`config.mk`:
```
export PLATFORM = sky130hd
export DESIGN_NAME = i2c_scl_timing
export DESIGN_NICKNAME = d
export VERILOG_FILES = /design/src/rtl/i2c_scl_timing_pkg.sv /design/src/rtl/i2c_scl_prescaler.sv /design/src/rtl/i2c_scl_unit_cnt.sv /design/src/rtl/i2c_scl_timing.sv
export SDC_FILE = /design/constraint.sdc
export NUM_CORES = 1
export LEC_CHECK = 0
export CAP_MARGIN = 20
export CORE_MARGIN = 3
export CORE_UTILIZATION = 34
export CTS_CLUSTER_DIAMETER = 50
export CTS_CLUSTER_SIZE = 8
export DETAILED_ROUTE_END_ITERATION = 7
export PLACE_DENSITY_LB_ADDON = 0.05
export SLEW_MARGIN = 10
export SYNTH_ARGS = -nofsm -noshare
export SYNTH_HDL_FRONTEND = slang
export SYNTH_SLANG_ARGS = --single-unit
```
`constraint.sdc`:
```
create_clock -name clk_i -period 4.64 [get_ports clk_i]
set_clock_uncertainty 0.1 [all_clocks]
set_input_delay 1.16 -clock clk_i [delete_from_list [all_inputs] [get_ports clk_i]]
set_output_delay 1.16 -clock clk_i [all_outputs]
set_load 0.01 [all_outputs]
```
`src/rtl/i2c_scl_timing_pkg.sv`:
```
package i2c_scl_timing_pkg;

  localparam int REG_W = 32;
  localparam int PRE_W = 4;
  localparam int DEL_W = 4;
  localparam int PER_W = 8;

  typedef struct packed {
    logic [PRE_W-1:0] presc;
    logic [DEL_W-1:0] setup;
    logic [DEL_W-1:0] hold;
    logic [PER_W-1:0] high;
    logic [PER_W-1:0] low;
  } tmg_cfg_t;

  typedef enum logic [1:0] {
    PH_IDLE,
    PH_LOW,
    PH_WAIT,
    PH_HIGH
  } phase_e;

  // field positions are decoded by software, keep them fixed
  function automatic tmg_cfg_t unpack_cfg(input logic [REG_W-1:0] r);
    tmg_cfg_t c;
    c.presc = r[31:28];
    c.setup = r[23:20];
    c.hold  = r[19:16];
    c.high  = r[15:8];
    c.low   = r[7:0];
    return c;
  endfunction

endpackage

```
`src/rtl/i2c_scl_prescaler.sv`:
```
module i2c_scl_prescaler #(
  parameter int W = 4
) (
  input  logic         clk_i,
  input  logic         rst_ni,
  input  logic         restart_i,
  input  logic         run_i,
  input  logic [W-1:0] limit_i,
  output logic [W-1:0] cnt_o,
  output logic         tick_o
);

  logic [W-1:0] cnt_q;

  assign tick_o = run_i && (cnt_q == limit_i);
  assign cnt_o  = cnt_q;

  always_ff @(posedge clk_i or negedge rst_ni) begin
    if (!rst_ni)                 cnt_q <= '0;
    else if (restart_i || !run_i) cnt_q <= '0;
    else if (tick_o)             cnt_q <= '0;
    else                         cnt_q <= cnt_q + W'(1);
  end

  AST_PRE_BOUND: assert property (@(posedge clk_i) disable iff (!rst_ni)
    run_i && !restart_i && !$past(restart_i) |-> cnt_q <= limit_i);

endmodule

```
`src/rtl/i2c_scl_unit_cnt.sv`:
```
module i2c_scl_unit_cnt #(
  parameter int W = 9
) (
  input  logic         clk_i,
  input  logic         rst_ni,
  input  logic         clear_i,
  input  logic         en_i,
  input  logic         tick_i,
  input  logic [W-1:0] limit_i,
  output logic [W-1:0] cnt_o,
  output logic         done_o,
  output logic         fin_o
);

  logic [W-1:0] cnt_q;
  logic         step;

  assign step   = en_i && tick_i && (cnt_q != limit_i);
  assign done_o = (cnt_q == limit_i);
  // expires at the end of this cycle
  assign fin_o  = done_o || (en_i && tick_i && ((cnt_q + W'(1)) == limit_i));
  assign cnt_o  = cnt_q;

  always_ff @(posedge clk_i or negedge rst_ni) begin
    if (!rst_ni)      cnt_q <= '0;
    else if (clear_i) cnt_q <= '0;
    else if (step)    cnt_q <= cnt_q + W'(1);
  end

  AST_UNIT_SAT: assert property (@(posedge clk_i) disable iff (!rst_ni)
    !clear_i && done_o |=> clear_i || $stable(cnt_q) || $changed(limit_i));

endmodule

```
`src/rtl/i2c_scl_timing.sv`:
```
module i2c_scl_timing
  import i2c_scl_timing_pkg::*;
(
  input  logic             clk_i,
  input  logic             rst_ni,
  input  logic             enable_i,
  input  logic [REG_W-1:0] timing_i,
  input  logic             run_i,
  input  logic             scl_i,
  output logic             scl_low_o,
  output logic             sda_change_o,
  output logic             sda_sample_o
);

  localparam int PER_CNT_W = PER_W + 1;
  localparam int DEL_CNT_W = DEL_W + 1;

  tmg_cfg_t cfg_q;
  phase_e   state_q, state_d;
  logic     restart, in_low, in_high;
  logic     tick;
  logic [PRE_W-1:0] pre_cnt;

  logic [PER_CNT_W-1:0] low_lim, high_lim, low_cnt, high_cnt;
  logic [DEL_CNT_W-1:0] set_lim, set_cnt;
  logic [DEL_W-1:0]     hold_cnt;
  logic low_done, low_fin, high_done, high_fin;
  logic hold_done, hold_fin, set_done, set_fin;
  logic fired_q, fire, set_en;

  // shadow copy: loads only while disabled
  always_ff @(posedge clk_i or negedge rst_ni) begin
    if (!rst_ni)        cfg_q <= '0;
    else if (!enable_i) cfg_q <= unpack_cfg(timing_i);
  end

  assign in_low  = (state_q == PH_LOW);
  assign in_high = (state_q == PH_HIGH);

  always_comb begin
    state_d = state_q;
    if (!enable_i) state_d = PH_IDLE;
    else begin
      unique case (state_q)
        PH_IDLE: if (run_i)              state_d = PH_LOW;
        PH_LOW:  if (low_fin && set_fin) state_d = PH_WAIT;
        PH_WAIT: if (scl_i)              state_d = PH_HIGH;
        PH_HIGH: if (high_fin)           state_d = run_i ? PH_LOW : PH_IDLE;
        default:                         state_d = PH_IDLE;
      endcase
    end
  end

  always_ff @(posedge clk_i or negedge rst_ni) begin
    if (!rst_ni) state_q <= PH_IDLE;
    else         state_q <= state_d;
  end

  assign restart = (state_d != state_q);

  i2c_scl_prescaler #(.W(PRE_W)) i_pre (
    .clk_i     (clk_i),
    .rst_ni    (rst_ni),
    .restart_i (restart),
    .run_i     (in_low || in_high),
    .limit_i   (cfg_q.presc),
    .cnt_o     (pre_cnt),
    .tick_o    (tick)
  );

  assign low_lim  = {1'b0, cfg_q.low}  + PER_CNT_W'(1);
  assign high_lim = {1'b0, cfg_q.high} + PER_CNT_W'(1);
  assign set_lim  = {1'b0, cfg_q.setup} + DEL_CNT_W'(1);

  i2c_scl_unit_cnt #(.W(PER_CNT_W)) i_low_cnt (
    .clk_i   (clk_i),
    .rst_ni  (rst_ni),
    .clear_i (restart || !in_low),
    .en_i    (1'b1),
    .tick_i  (tick),
    .limit_i (low_lim),
    .cnt_o   (low_cnt),
    .done_o  (low_done),
    .fin_o   (low_fin)
  );

  i2c_scl_unit_cnt #(.W(PER_CNT_W)) i_high_cnt (
    .clk_i   (clk_i),
    .rst_ni  (rst_ni),
    .clear_i (restart || !in_high),
    .en_i    (1'b1),
    .tick_i  (tick),
    .limit_i (high_lim),
    .cnt_o   (high_cnt),
    .done_o  (high_done),
    .fin_o   (high_fin)
  );

  i2c_scl_unit_cnt #(.W(DEL_W)) i_hold_cnt (
    .clk_i   (clk_i),
    .rst_ni  (rst_ni),
    .clear_i (restart || !in_low),
    .en_i    (1'b1),
    .tick_i  (tick),
    .limit_i (cfg_q.hold),
    .cnt_o   (hold_cnt),
    .done_o  (hold_done),
    .fin_o   (hold_fin)
  );

  assign fire   = in_low && hold_done && !fired_q;
  assign set_en = fired_q || fire;

  always_ff @(posedge clk_i or negedge rst_ni) begin
    if (!rst_ni)                 fired_q <= 1'b0;
    else if (restart || !in_low) fired_q <= 1'b0;
    else if (fire)               fired_q <= 1'b1;
  end

  // setup window opens in the strobe cycle
  i2c_scl_unit_cnt #(.W(DEL_CNT_W)) i_set_cnt (
    .clk_i   (clk_i),
    .rst_ni  (rst_ni),
    .clear_i (restart || !in_low),
    .en_i    (set_en),
    .tick_i  (tick),
    .limit_i (set_lim),
    .cnt_o   (set_cnt),
    .done_o  (set_done),
    .fin_o   (set_fin)
  );

  assign scl_low_o    = in_low;
  assign sda_change_o = fire;
  assign sda_sample_o = in_high && (pre_cnt == '0) &&
                        (high_cnt == PER_CNT_W'(cfg_q.high[PER_W-1:1]));

  AST_CHG_IN_LOW: assert property (@(posedge clk_i) disable iff (!rst_ni)
    sda_change_o |-> scl_low_o);

  AST_ONE_CHG: assert property (@(posedge clk_i) disable iff (!rst_ni)
    sda_change_o |=> !sda_change_o);

  AST_SMP_RELEASED: assert property (@(posedge clk_i) disable iff (!rst_ni)
    sda_sample_o |-> !scl_low_o);

  AST_SETUP_BEFORE_RELEASE: assert property (@(posedge clk_i) disable iff (!rst_ni)
    $fell(scl_low_o) && $past(enable_i) |-> $past(fired_q) && $past(set_fin));

  AST_HIGH_AFTER_LINE: assert property (@(posedge clk_i) disable iff (!rst_ni)
    in_high && $past(state_q) == PH_WAIT |-> $past(scl_i));

  AST_CFG_HELD: assert property (@(posedge clk_i) disable iff (!rst_ni)
    enable_i && $past(enable_i) |-> $stable(cfg_q));

  AST_OFF_QUIET: assert property (@(posedge clk_i) disable iff (!rst_ni)
    !enable_i |=> !scl_low_o && !sda_change_o && !sda_sample_o);

endmodule

```
* After elaboration in Yosys (flattened, before gate mapping)
Cells that the tools add are included.
Storage, ports and cells: output and inout port bits 3, flip-flop bits (word level) 62, input port bits 37, logic and storage cells 89
Operators by class: muxes and demuxes 19, eq/ne operators 17, add/subtract/negate cells 8, reduce and logical (&&, ||, !) cells 33
Operators with widths (number):
- $eq 9x9->1 | 4
- $mux 9 | 4
- $add 8x1->9 const B | 2
- $add 9x1->9 const B | 2
- $ne 9x9->1 | 2
- $mux 4 | 4
- $logic_and 1x1->1 | 14
- $eq 5x5->1 | 2
- $mux 2 | 5
- $mux 5 | 2
- $reduce_bool 2->1 | 5
- $eq 9x7->1 | 1
- $add 4x1->4 const B | 2
- $eq 4x4->1 | 2
- $logic_or 1x1->1 | 8
- $pmux 2 s4 | 1
- $add 4x1->5 const B | 1
- $add 5x1->5 const B | 1
- $ne 5x5->1 | 1
- $eq 2x2->1 const B | 2
- $logic_not 1->1 | 4
- $logic_not 4->1 | 1
- $ne 4x4->1 | 1
- $mux 1 | 3
- other kinds (3) | 3

* Longest topological paths before layout
depth after elaboration 14, gate-level depth with buffers 10, depth with buffers taken out 8

* By module
Synthesis repeated with hierarchy kept, for this count alone.
Second synthesis, totals: cells, all modules 421, area total of the unflattened synthesis 4311.6 um^2
Modules (own cells, without submodules):
- i2c_scl_timing | area each 1665.3 um^2, seq. area each 775.7 um^2, instances 1, cells each 141
- i2c_scl_unit_cnt (i_high_cnt ...) | area each 808.3 um^2, seq. area each 225.2 um^2, instances 2, cells each 89
- i2c_scl_unit_cnt (i_set_cnt) | area each 446.7 um^2, seq. area each 125.1 um^2, instances 1, cells each 48
- i2c_scl_unit_cnt (i_hold_cnt) | area each 322.8 um^2, seq. area each 100.1 um^2, instances 1, cells each 31
- i2c_scl_prescaler | area each 260.2 um^2, seq. area each 100.1 um^2, instances 1, cells each 23

* Least setup slack after synthesis
No wires, ideal clock.
path kind flip-flop to flip-flop, from register cfg_q[9] (netlist bit), to register i_high_cnt.cnt_q[0] (netlist: i_high_cnt.cnt_o[0]), stages on the path, launching flop included 10, slack 1899 ps, setup time 122 ps, path buffers 1, data required time 4418 ps, period minus slack after synthesis 2741 ps, arrival time 2519 ps, cell sequence dfrtp_1 ha_1 clkbuf_1 nand3_1 xnor2_1 or4b_2 a221oi_1 a21oi_1 nand3_2 nor2_1
On the way: longest elaborated chain between the ends 10, elaborated cells between the ends (all ways) 14, classes of those cells 1 x add/sub; 4 x eq/ne; 4 x mux; 5 x reduce/logical
RTL lines:
- from (decl) | line i2c_scl_timing.sv:18 | tmg_cfg_t cfg_q;
- from (signal assigned) | line i2c_scl_timing.sv:34 | else if (!enable_i) cfg_q <= unpack_cfg(timing_i);
- $add 8x1->9 * | line i2c_scl_timing.sv:72 | assign high_lim = {1'b0, cfg_q.high} + PER_CNT_W'(1);
- $eq 9x9->1 | line i2c_scl_unit_cnt.sv:21 | assign fin_o = done_o || (en_i && tick_i && ((cnt_q + W'(1)) == limit_i));
- $logic_and 1x1->1 | line i2c_scl_unit_cnt.sv:21
- $logic_or 1x1->1 | line i2c_scl_unit_cnt.sv:21
- $mux 2 | line i2c_scl_timing.sv:48 | PH_HIGH: if (high_fin) state_d = run_i ? PH_LOW : PH_IDLE;
- $pmux 2 s4 | line i2c_scl_timing.sv:44 | unique case (state_q)
- $mux 2 | line i2c_scl_timing.sv:42 | if (!enable_i) state_d = PH_IDLE;
- $ne 2x2->1 | line i2c_scl_timing.sv:59 | assign restart = (state_d != state_q);
- $logic_or 1x1->1 | line i2c_scl_timing.sv:90 | .clear_i (restart || !in_high),
- $mux 9 / $reduce_bool 2->1 (equally long branches)
- to (signal assigned) | line i2c_scl_unit_cnt.sv:27 | else if (step) cnt_q <= cnt_q + W'(1);
- to (decl) | line i2c_scl_unit_cnt.sv:15 | logic [W-1:0] cnt_q;
Mark *: on every way between the ends. The rest lies on a longest branch, timed or not. A chain may end at the register's enable or synchronous reset.

* Worst setup path in the final report
from register i_hold_cnt.cnt_q[0] (netlist: i_hold_cnt.cnt_o[0]), to output port sda_change_o
On the way: longest elaborated chain between the ends 3
RTL lines:
- from (decl) | line i2c_scl_unit_cnt.sv:15
- from (signal assigned) | line i2c_scl_unit_cnt.sv:27
- $eq 4x4->1 | line i2c_scl_unit_cnt.sv:19 | assign done_o = (cnt_q == limit_i);
- $logic_and 1x1->1 (2 in a row) | line i2c_scl_timing.sv:111 | assign fire = in_low && hold_done && !fired_q;
- to (decl) | line i2c_scl_timing.sv:11 | output logic sda_change_o,
Every way passes these cells.

==> out/metrics.cfg <==
[outcome]
status = finished clean

[cts]
clockRootBuffer = clkbuf_16
clockBufferDepth = 2
insertion_delay_ps = 340
post_cts_buffers = 0
clock_sinks = 62
cts_tree = built
cts_resized = 0
path_clk_slew_ps = 50
h-tree-depth = 3
cts_made_buffers = 9
hold_buffers = 0

[synth]
netlist_area_sq_mm = 0.00427
synth_edf_count = 0
synth_top_flop_cell = dfrtp_1
syn_avg_cell_area_sq_um = 9.47
synth.net_count = 497
synth.distinct_cells = 56
seq_area_frac_synth = 0.363
yosys_warnings = 0
ys_ff_latch = 62
syn_inst = 451
async_flop_share = 1.00

[drt]
dr.pass1.iters = 4
drt_iter0_markers = 223
route.detailed.drc = 0
vias = 3345
postRouteAntennaNets = 0
post_drt_wl_per_cell_um = 15.9
wirelength_um = 10300
viasPerCell = 5.16

[floorplan]
start_util = 0.351
die_w_um = 118
row_count = 40
die_height_um = 118
io_pins = 40
fp.coreArea_sq_mm = 0.0122
die_area_sq_mm = 0.0139

[worst_setup_path]
max_stage_delay_ps = 560
cp_slowest_cell = clkdlybuf4s50_1
crit_type = register to output port
path_cells = xor2_1 -> nor4_1 -> nand2_1 -> nor2_1 -> clkdlybuf4s50_1
cp_data_required_time_ps = 3380
crit_arrival_ps = 2260
crit_path_end_kind = output port
r2r-start = cfg_q[0]
cp_max_fo = 4
cp-startpoint = i_hold_cnt.cnt_o[0]
startpoint_type = register

[timing]
finalCritPeriodShare = 0.758
fin_crit_ps = 3520
layout_setup_ws_ps = 1120
fmax_mhz = 284
tns_ps = 0
max-slew-margin-rel = 0.424
holdWs_ps = 432
hold_viol_final = 0
slew_viol_final = 0
final-setup-viol-count = 0
rsz0062_at_grt = false
tightest_slew_ps = 858

[pwr]
p_int_mw = 1.13
switchingPower_mw = 0.396
clkPwrFrac = 0.450
pwr_density_cell_mw_per_mm2 = 304
seqPwrFrac = 0.398
p_sw_frac = 0.259
fin_total_pwr_mw = 1.53
p_leak_nw = 1.92
p_comb_frac = 0.153
peakVddDrop_mv = 0.171

[cells_and_area]
nets = 521
drive_gt1_frac = 0.121
layout_common_cells = dfrtp_1 (62), nor2_1 (50), xnor2_1 (40)
fin_area_sq_mm = 0.00502
syn_to_final_growth_pct = 17.6
finalNonFillerCells = 648
postLayoutCoreUtil = 0.413
final_common_cell = dfrtp_1
antenna_cells = 0

[place]
gp_congestion = 0.831
dpl-instance-area_sq_mm = 0.00472
hpwl_um = 7480
portBuffers = 35
dp.cells = 632
preCtsSetupSlack_ps = 1390

[grt]
gr-usage-met1 = 0.197
grt.busiest_layer = met2
grt_pass1_vias = 3300
grt_pass1_wl_um = 17200
use_met2 = 0.260
gr-usage-met3 = 0.0461
grt_start_max_net_pins = 43
antenna_found_initial = 0
grtUsageTotal = 0.156
grt.overflow.total = 0

[min_path]
hold_path.class = register to register
min_from = cfg_q[24]

[job]
cap_viol_max_count = 0

power groups by stage:
stage          Sequential, mW  Combinational [mW]  Clock (mW)
4_1_cts                 0.607               0.237       0.709
3_5_place_dp            0.617               0.236           0
3_3_place_gp            0.616               0.233           0
6_report                0.607               0.234       0.687
2_1_floorplan           0.595               0.177           0
5_1_grt                 0.612               0.261       0.733
per-layer routing:
metal	vias up	wire length (um)
met4	0	132
met5	-	0
met3	10	301
met2	36	5070
met1	1642	4820
li1	1657	-
area by class of cell:
class | count | area [sq um]
Clock inverter | 4 | 45.0
Sequential cell | 62 | 1550
Fill cell | 1224 | 7140
Inverter | 12 | 45.0
Multi-Input combinational cell | 353 | 2560
Clock buffer | 12 | 256
Tap cell | 168 | 210
Timing Repair Buffer | 37 | 355
kinds of logic after synthesis:
logic type | share of synthesized area
XOR/XNOR | 0.168
AND/OR/NAND/NOR | 0.205
buffers and inverters | 0.0372
multiplexers | 0.0906
flip-flops | 0.363
adder cells (fa/ha/maj) | 0.0264
AO/OA/AOI/OAI | 0.109
worst max-delay path: cells and delay by family, from the launching register on:
family / cells / cell delay, ps
flip-flops: 1 / 430
buffers and inverters: 1 / 560
AND/OR/NAND/NOR: 3 / 760
XOR/XNOR: 1 / 160
flip-flops by register name, indices dropped and copies added (netlist names):
| signal | cells |
|---|---|
| cfg_q | 28 |
| i_high_cnt.cnt_o | 9 |
| i_low_cnt.cnt_o | 9 |
| i_set_cnt.cnt_o | 5 |
| i_hold_cnt.cnt_o | 4 |
| i_pre.cnt_o | 4 |
| state_q | 2 |
| fired_q | 1 |
Yosys cell counts, types with 11 or more instances:
cell type   n  area (sq um)
nor3_1     12          60.1
clkbuf_1   12          45.0
nand3_1    25           125
dfrtp_1    62          1550
xor2_1     29           254
nor2_1     50           188
mux2_2     29           327
nand4_1    11          68.8
inv_1      12          45.0
a21oi_1    13          65.1
xnor2_1    40           350
nand2_1    23          86.3
worst paths after layout:
| path | end | slack (ps) | cells past startpoint |
|---|---|---|---|
| min in group asynchronous | i_high_cnt.cnt_o[4] | 690 | 1 |
| min | cfg_q[24] | 430 | 1 |
| max | sda_change_o | 1120 | 5 |
| min reg2reg | cfg_q[24] | 430 | 1 |
| max reg2reg | i_hold_cnt.cnt_o[0] | 1390 | 8 |
| max in group asynchronous | cfg_q[22] | 2820 | 2 |
(Power assumes the default switching activity.)
